$ cat config.mk
export PLATFORM = sky130hd
export DESIGN_NAME = bus_trace_serializer
export DESIGN_NICKNAME = d
export VERILOG_FILES = /design/src/rtl/bts_pkg.sv /design/src/rtl/bts_capture.sv /design/src/rtl/bts_fifo.sv /design/src/rtl/bts_slicer.sv /design/src/rtl/bus_trace_serializer.sv
export SDC_FILE = /design/constraint.sdc
export NUM_CORES = 1
export LEC_CHECK = 0
export CAP_MARGIN = 0
export CORE_MARGIN = 5
export CORE_UTILIZATION = 51
export CTS_CLUSTER_DIAMETER = 150
export DETAILED_ROUTE_END_ITERATION = 10
export GPL_TIMING_DRIVEN = 0
export HOLD_SLACK_MARGIN = 0.1
export PLACE_DENSITY = 0.76
export SYNTH_ARGS = -nofsm -noshare
export SYNTH_HDL_FRONTEND = slang
export SYNTH_SLANG_ARGS = --single-unit
$ cat constraint.sdc
create_clock -name clk_i -period 2.3 [get_ports clk_i]
set_clock_uncertainty 0.1 [all_clocks]
set_input_delay 0.46 -clock clk_i [delete_from_list [all_inputs] [get_ports clk_i]]
set_output_delay 0.46 -clock clk_i [all_outputs]
set_load 0.01 [all_outputs]
$ cat src/rtl/bts_pkg.sv
package bts_pkg;
  localparam int unsigned WORD_W = 32;

  // Padding rule: always at least one zero bit, whole word when already aligned
  function automatic int unsigned pad_of(int unsigned n);
    return WORD_W - (n % WORD_W);
  endfunction

  function automatic int unsigned idx_w(int unsigned n);
    return (n > 1) ? $clog2(n) : 1;
  endfunction
endpackage

$ cat src/rtl/bts_capture.sv
module bts_capture import bts_pkg::*; #(
  parameter int unsigned ADDR_W = 32,
  parameter int unsigned N_MST  = 4,
  parameter int unsigned ENT_W  = 64
) (
  input  logic [ADDR_W-1:0] adr_i,
  input  logic              we_i,
  input  logic [3:0]        sel_i,
  input  logic [N_MST-1:0]  ack_i,
  output logic              cap_o,
  output logic [ENT_W-1:0]  rec_o
);
  localparam int unsigned MIDX_W = idx_w(N_MST);
  localparam int unsigned REC_W  = ADDR_W + 5 + MIDX_W;

  logic [MIDX_W-1:0] midx;

  // Lowest acknowledged master wins
  always_comb begin
    midx = '0;
    for (int i = N_MST - 1; i >= 0; i--) begin
      if (ack_i[i]) midx = MIDX_W'(i);
    end
  end

  assign cap_o = |ack_i;

  always_comb begin
    rec_o = '0;
    rec_o[REC_W-1:0] = {midx, sel_i, we_i, adr_i};
  end
endmodule

$ cat src/rtl/bts_fifo.sv
module bts_fifo #(
  parameter int unsigned W     = 64,
  parameter int unsigned DEPTH = 4,
  parameter int unsigned CNT_W = $clog2(DEPTH + 1)
) (
  input  logic             clk_i,
  input  logic             rst_ni,
  input  logic             push_i,
  input  logic [W-1:0]     din_i,
  output logic             full_o,
  input  logic             pop_i,
  output logic [W-1:0]     dout_o,
  output logic             empty_o,
  output logic [CNT_W-1:0] cnt_o
);
  localparam int unsigned PTR_W = (DEPTH > 1) ? $clog2(DEPTH) : 1;

  logic [W-1:0]     mem_q [DEPTH];
  logic [PTR_W-1:0] wr_q, rd_q;
  logic [CNT_W-1:0] cnt_q;
  logic             do_push, do_pop;

  assign full_o  = (cnt_q == CNT_W'(DEPTH));
  assign empty_o = (cnt_q == '0);
  assign do_push = push_i && !full_o;
  assign do_pop  = pop_i && !empty_o;
  assign dout_o  = mem_q[rd_q];
  assign cnt_o   = cnt_q;

  function automatic logic [PTR_W-1:0] nxt(logic [PTR_W-1:0] p);
    return (p == PTR_W'(DEPTH - 1)) ? '0 : p + 1'b1;
  endfunction

  always_ff @(posedge clk_i or negedge rst_ni) begin
    if (!rst_ni) begin
      wr_q  <= '0;
      rd_q  <= '0;
      cnt_q <= '0;
    end else begin
      if (do_push) wr_q <= nxt(wr_q);
      if (do_pop)  rd_q <= nxt(rd_q);
      if (do_push && !do_pop)      cnt_q <= cnt_q + 1'b1;
      else if (do_pop && !do_push) cnt_q <= cnt_q - 1'b1;
    end
  end

  always_ff @(posedge clk_i) begin
    if (do_push) mem_q[wr_q] <= din_i;
  end
endmodule

$ cat src/rtl/bts_slicer.sv
module bts_slicer import bts_pkg::*; #(
  parameter int unsigned ENT_W = 64
) (
  input  logic              clk_i,
  input  logic              rst_ni,
  input  logic [ENT_W-1:0]  rec_i,
  input  logic              rec_vld_i,
  output logic              pop_o,
  output logic              valid_o,
  input  logic              ready_i,
  output logic [WORD_W-1:0] data_o
);
  localparam int unsigned N_WORDS = ENT_W / WORD_W;
  localparam int unsigned IDX_W   = idx_w(N_WORDS);

  logic [ENT_W-1:0]  cur_q;
  logic [IDX_W-1:0]  idx_q;
  logic              busy_q, last;
  logic [WORD_W-1:0] words [N_WORDS];

  for (genvar w = 0; w < N_WORDS; w++) begin : g_word
    assign words[w] = cur_q[w*WORD_W +: WORD_W];
  end

  assign last    = (idx_q == IDX_W'(N_WORDS - 1));
  assign pop_o   = rec_vld_i && (!busy_q || (ready_i && last));
  assign valid_o = busy_q;
  assign data_o  = words[idx_q];

  always_ff @(posedge clk_i or negedge rst_ni) begin
    if (!rst_ni) begin
      busy_q <= 1'b0;
      idx_q  <= '0;
      cur_q  <= '0;
    end else if (pop_o) begin
      busy_q <= 1'b1;
      idx_q  <= '0;
      cur_q  <= rec_i;
    end else if (busy_q && ready_i) begin
      if (last) busy_q <= 1'b0;
      else      idx_q  <= idx_q + 1'b1;
    end
  end
endmodule

$ cat src/rtl/bus_trace_serializer.sv
module bus_trace_serializer import bts_pkg::*; #(
  parameter int unsigned ADDR_W     = 32,
  parameter int unsigned N_MST      = 4,
  parameter int unsigned FIFO_DEPTH = 4
) (
  input  logic              clk_i,
  input  logic              rst_ni,
  input  logic [ADDR_W-1:0] bus_adr_i,
  input  logic              bus_we_i,
  input  logic [3:0]        bus_sel_i,
  input  logic [N_MST-1:0]  bus_ack_i,
  output logic              src_valid_o,
  input  logic              src_ready_i,
  output logic [31:0]       src_data_o,
  output logic [5:0]        pad_bits_o,
  output logic              ovf_o,
  input  logic              ovf_clr_i
);
  localparam int unsigned MIDX_W = idx_w(N_MST);
  localparam int unsigned REC_W  = ADDR_W + 5 + MIDX_W;
  localparam int unsigned PAD_N  = pad_of(REC_W);
  localparam int unsigned ENT_W  = REC_W + PAD_N;
  localparam int unsigned CNT_W  = $clog2(FIFO_DEPTH + 1);

  logic             cap, full, empty, pop;
  logic [ENT_W-1:0] cap_rec, head_rec;
  logic [CNT_W-1:0] fifo_cnt;
  logic             ovf_q;

  bts_capture #(.ADDR_W(ADDR_W), .N_MST(N_MST), .ENT_W(ENT_W)) u_cap (
    .adr_i(bus_adr_i), .we_i(bus_we_i), .sel_i(bus_sel_i), .ack_i(bus_ack_i),
    .cap_o(cap), .rec_o(cap_rec)
  );

  bts_fifo #(.W(ENT_W), .DEPTH(FIFO_DEPTH), .CNT_W(CNT_W)) u_fifo (
    .clk_i, .rst_ni,
    .push_i(cap), .din_i(cap_rec), .full_o(full),
    .pop_i(pop), .dout_o(head_rec), .empty_o(empty), .cnt_o(fifo_cnt)
  );

  bts_slicer #(.ENT_W(ENT_W)) u_slc (
    .clk_i, .rst_ni,
    .rec_i(head_rec), .rec_vld_i(!empty), .pop_o(pop),
    .valid_o(src_valid_o), .ready_i(src_ready_i), .data_o(src_data_o)
  );

  // Drop wins over clear in the same cycle
  always_ff @(posedge clk_i or negedge rst_ni) begin
    if (!rst_ni)           ovf_q <= 1'b0;
    else if (cap && full)  ovf_q <= 1'b1;
    else if (ovf_clr_i)    ovf_q <= 1'b0;
  end

  assign ovf_o      = ovf_q;
  assign pad_bits_o = 6'(PAD_N);
endmodule

Word level (Yosys, flattened, before mapping)
Memories as Yosys holds them, arrays and structs flattened. A register that Yosys moved wholly into a read port is not among the register bits. Index checks and enable logic that the tools add are counted. W data, S select, Z words.

Bits in registers: 74. RAM bits: 156. Output and inout bits: 40. Logic and storage cells: 61. Memories kept: 1.

Memory list: u_fifo.mem_q (words 4, bits a word 39, rd ports 1, clocked after memory_dff 1, write ports 1, line bts_fifo.sv:18) `logic [W-1:0] mem_q [DEPTH];`.

Add/subtract/negate cells: 5. Order comparisons: 1. Equal/unequal tests: 3. Mux-type cells: 21. Bitwise logic cells: 1. Reductions and logical operators: 22.

Operators by type and width (number): $mux W32 (3); $mux W2 (6); $mux W1 (10); $logic_and A1 B1 Y1 (8); $reduce_bool A2 Y1 (4); $logic_not A1 Y1 (6); $mux W3 (2); $add A2 B1 Y2 const B (2); $eq A2 B2 Y1 const B (2); $reduce_or A4 Y1 (1); $add A3 B1 Y3 const B (1); $eq A3 B3 Y1 const B (1); $logic_not A3 Y1 (1); $sub A3 B1 Y3 const B (1); $ge A2 B2 Y1 const B (1); $not A1 Y2 (1); $reduce_and A2 Y1 (1); $add A1 B1 Y1 const B (1); $logic_or A1 B1 Y1 (1).

Logic depth before layout (Yosys ltp)
Depth after elaboration: 7. Gate-level depth with buffers: 11.

Hierarchy
A second synthesis with hierarchy kept.

Cells, all modules: 636. Area total of the unflattened synthesis: 13401.6 µm².

Modules (own cells, without submodules): bts_fifo (instances 1, cells each 371, area each 9699.3 µm²); bts_slicer (instances 1, cells each 182, area each 3100.5 µm²); bts_capture (instances 1, cells each 70, area each 504.2 µm²); bus_trace_serializer (instances 1, cells each 13, area each 97.6 µm²).

Worst setup path before layout
No wires, ideal clock.

Path kind: in2reg. Start point: input bus_ack_i[0]. End point: memory u_fifo.mem_q[3][0] (netlist name), enable pin. Data arrival time: 1825 ps. Data required time: 1800 ps. Path slack: -25 ps. Cell stages on the path: 3. Path buffers: 0. Cells stage by stage: nor4_1 a21oi_1 and2_1.

Longest elaborated chain between the ends: 4.

RTL lines: start: declaration (line bus_trace_serializer.sv:11) `input logic [N_MST-1:0] bus_ack_i,`; $reduce_or A4 Y1 (line bts_capture.sv:26) `assign cap_o = |ack_i;`; $logic_and A1 B1 Y1 (line bts_fifo.sv:25) `assign do_push = push_i && !full_o;`; net u_fifo.do_push (line bts_fifo.sv:21) `logic do_push, do_pop;`; $mux W1 (line bts_fifo.sv:48) `if (do_push) mem_q[wr_q] <= din_i;`; $mux W1 (implied by the code) (line bts_fifo.sv:48); end: declaration (line bts_fifo.sv:18).

The timed path passes the listed nets, and every way through them passes these cells.

Final worst setup path
Start point: register u_slc.idx_q. End point: output src_data_o[5].

Longest elaborated chain between the ends: 4.

RTL lines: start: declaration (line bts_slicer.sv:17) `logic [IDX_W-1:0] idx_q;`; start signal: assignment (line bts_slicer.sv:41) `else idx_q <= idx_q + 1'b1;`; $not A1 Y2 (implied by the code) (line bts_slicer.sv:28) `assign data_o = words[idx_q];`; $mux W32 (implied by the code) (3 in series) (line bts_slicer.sv:28); end: declaration (line bus_trace_serializer.sv:14) `output logic [31:0] src_data_o,`.

Every way passes these cells. The select of a mux whose other input is x is not followed.

==> parameters.txt <==
Parameter                              Value

Clock tree
  Max H-tree Level ... 1
  Later-pin clock latency in the skew report ... 0.47 ns
  Clock-pin slew on the worst setup and hold paths ... 0.06 ns
  Clock root buffer master ... sky130_fd_sc_hd__clkbuf_16
  Maximum count of clock buffers along a single path ... 3
  Clock buffer count from CTS ... 21
  Clock Sink Count ... 205
  Clock tree from TritonCTS ... yes

Run
  Number of maximum-capacitance constraint violations ... 0

Yosys
  Synth Cell Area ... 7980 sq um
  Count of flip-flops with a built-in enable after synthesis ... 156
  Yosys warns ... 0
  Number of storage elements in the synthesis netlist ... 205
  Prevailing post-synth register cell ... sky130_fd_sc_hd__edfxtp_1
  Avg Synthesized Cell Area ... 20.8 sq um
  Seq/Total Area, Yosys ... 74.1%
  Count of mapped cells out of synthesis ... 384
  Share of flip-flops with an asynchronous set or reset ... 23.9%
  Number of library cell types mapped by synthesis ... 26

STA
  Post-layout minimum cycle time ... 2.24 ns
  Final count of hold timing violations ... 0
  Final critical-path share of the clock period ... 97.3%
  Max Fclk ... 0.447 GHz
  Final setup viols ... 0
  Worst slew slack as a fraction of its limit ... 47.7%
  Worst hold slack across all endpoints ... 0.396 ns
  Transition time at the pin with the least slew margin ... 0.785 ns
  Pins Over Slew Limit ... 0

Hold path
  Endpoint with the worst hold slack ... u_slc.cur_q[10]$_DFFE_PN0P_
  Source of the worst hold timing path ... u_slc.cur_q[10]$_DFFE_PN0P_
  Worst Hold Class ... flop to flop
  Number of cells on the worst hold path ... 1

Setup path
  Crit. End Element ... output port
  Reg-to-reg critical path startpoint ... u_fifo.cnt_o[0]$_DFFE_PN0P_
  Maximum fanout encountered on the critical timing path ... 7
  CP Class ... flop to output port
  Arrival time worst endpoint ... 1.68 ns
  Worst Reg-to-Reg Cells ... 8
  Crit start category ... flop
  Data required time at the worst endpoint ... 1.74 ns
  Internal reg-to-reg setup slack ... 0.14 ns
  Critical R2R Capture ... u_fifo.cnt_o[2]$_DFFE_PN0P_

Floorplan
  Starting utilization of the core area ... 52.3%
  Num ports ... 85
  Vertical die dimension ... 135 um
  Die ar. ... 18200 sq um
  Core outline area ... 15300 sq um
  Die X ... 135 um
  Count of standard-cell rows ... 45

Outcome
  Outcome ... complete, no violations

GRT
  Total congestion overflow ... 0
  Pin count of the biggest net entering global routing ... 40
  Total Routing Usage GR ... 16.4%
  Vias in the first global route ... 4245
  Initial antenna violation count ... 0
  Wire length of the first global-routing pass ... 23.0 mm

Placement
  Final HPWL DP ... 8.81 mm
  Number of port buffers ... 78
  Post-DP Area ... 9070 sq um
  Routability-driven placement congestion ratio ... 0.691

Routing
  Iteration count of the initial detailed-routing pass ... 4
  DRT Wirelength ... 14.5 mm
  Vias ... 3817
  Residual DRC ... 0
  Vias per cell ... 5.31
  Number of DRC markers after the initial detailed-route iteration ... 184
  Post-detailed-route wirelength per cell ... 20.1 um
  Number of nets still failing antenna checks after routing ... 0

Layout
  Area added between synthesis and finish ... 22.8%
  Ratio of cells with drive above 1 in the final layout ... 30.5%
  Commonest cells after routing, fill and taps aside ... 156 x sky130_fd_sc_hd__edfxtp_1, 48 x sky130_fd_sc_hd__dfrtp_1, 46 x sky130_fd_sc_hd__mux2_2
  Leading cell type in the layout, fill and taps excluded ... sky130_fd_sc_hd__edfxtp_1
  ANT cells ... 0
  Fill cell instance count of the final layout ... 1088
  Number of nets in the final layout ... 546
  Cell area after layout ... 9800 sq um

Pwr
  Total power of the final layout ... 13900 uW
  Power Density ... 1420 nW/um^2
  Cell leakage power ... 0.00357 uW
  Worst-case vdd ir drop ... 0.770 mV
-- flip-flops by register name, summed over array words and instances (netlist names) --
name and cells:
u_fifo.rd_q 2, u_slc.cur_q 39, u_slc.valid_o 1, ovf_o 1, u_fifo.mem_q 156, u_slc.idx_q 1, u_fifo.cnt_o 3, u_fifo.wr_q 2
-- metal layers --
layer / vias up / part of all wire, % / global-route usage [%]
met5: - / 0 / 0
met4: 0 / 1.3 / 2.97
met3: 24 / 6.1 / 3.95
met2: 106 / 51 / 28.6
met1: 1974 / 41 / 21.4
li1: 1713 / - / -
-- power by group --
| group | internal (uW) | switching [uW] |
|---|---|---|
| clock | 1850 | 1270 |
| combinational | 2480 | 2290 |
| sequential | 5590 | 455 |
-- critical path, cell delays in order (launching register included) --
cell	delay [ns]
sky130_fd_sc_hd__dfrtp_1	0.34
sky130_fd_sc_hd__buf_6	0.14
sky130_fd_sc_hd__clkbuf_16	0.16
sky130_fd_sc_hd__mux2_2	0.32
sky130_fd_sc_hd__clkdlybuf4s15_1	0.24
-- cells by family after synthesis --
logic type,count (synthesis),synth area share [%]
flip-flops,205,74.1
multiplexers,90,18.4
AND/OR/NAND/NOR,43,2.99
buffers and inverters,29,2.41
adder cells (fa/ha/maj),7,1.19
AO/OA/AOI/OAI,5,0.470
XOR/XNOR,3,0.329
other,2,0.0941
-- cell usage after synthesis, types with 6 or more instances --
library cell               number  share of area [%]
sky130_fd_sc_hd__dfrtp_1       49                 15
sky130_fd_sc_hd__ha_1           6               0.94
sky130_fd_sc_hd__edfxtp_1     156                 59
sky130_fd_sc_hd__buf_4          8               0.75
sky130_fd_sc_hd__buf_6          7               0.99
sky130_fd_sc_hd__nor2_1         7               0.33
sky130_fd_sc_hd__mux2_2        46                6.5
sky130_fd_sc_hd__clkbuf_1       7               0.33
sky130_fd_sc_hd__nor2b_1       25                2.0
sky130_fd_sc_hd__inv_1          6               0.28
sky130_fd_sc_hd__mux4_2        38                 11
-- how the worst max path moves through the flow --
| stage | from | end | slack (ns) | cells after the start |
|---|---|---|---|---|
| floorplan | u_fifo.cnt_o[0]$_DFFE_PN0P_ | u_fifo.cnt_o[2]$_DFFE_PN0P_ | 0.03 | 10 |
| global placement | rst_ni | u_slc.cur_q[18]$_DFFE_PN0P_ | -1.03 | 1 |
| detailed placement | bus_ack_i[3] | u_fifo.mem_q[1][25]$_DFFE_PP_ | -0.73 | 4 |
| CTS | u_slc.idx_q$_DFFE_PN0P_ | src_data_o[5] | 0.007 | 4 |
| global route | u_slc.idx_q$_DFFE_PN0P_ | src_data_o[5] | -0.003 | 4 |
| finish | u_slc.idx_q$_DFFE_PN0P_ | src_data_o[5] | 0.06 | 4 |
-- metrics by stage --
stage	util, %	std cells	TNS (ns)	setup WS (ns)
floorplan	-	388	0	0.0269
global placement	59.3	677	-154.09	-1.03
detailed placement	59.4	678	-112.06	-0.726
CTS	64.1	718	0	0.00674
global route	64.2	719	-0.00255	-0.00255
finish	64.2	719	0	0.0625
-- timing repair --
| item | 4_1_cts | 5_1_grt |
|---|---|---|
| hold endpoints to repair | 28 | 0 |
| endpoints found under the setup margin | 190 | 7 |
| pin swaps | 2 | 0 |
| resized for setup | 59 | 9 |
| hold buffers | 1 | 0 |
| cloned | 1 | 0 |
| buffers inserted | 2 | 1 |
-- area by class of cell --
cell class                 count  area [sq um]  share of cell area, %
buffer                        22           210                   2.15
clock buffer                  29           576                   5.88
clock inverter                 8          61.3                  0.626
inverter                       6          22.5                  0.230
multi-input combinational    154          1950                   19.9
sequential                   205          5910                   60.4
tap                          211           264                   2.70
timing repair buffer          84           803                   8.20
(Power assumes the default switching activity.)
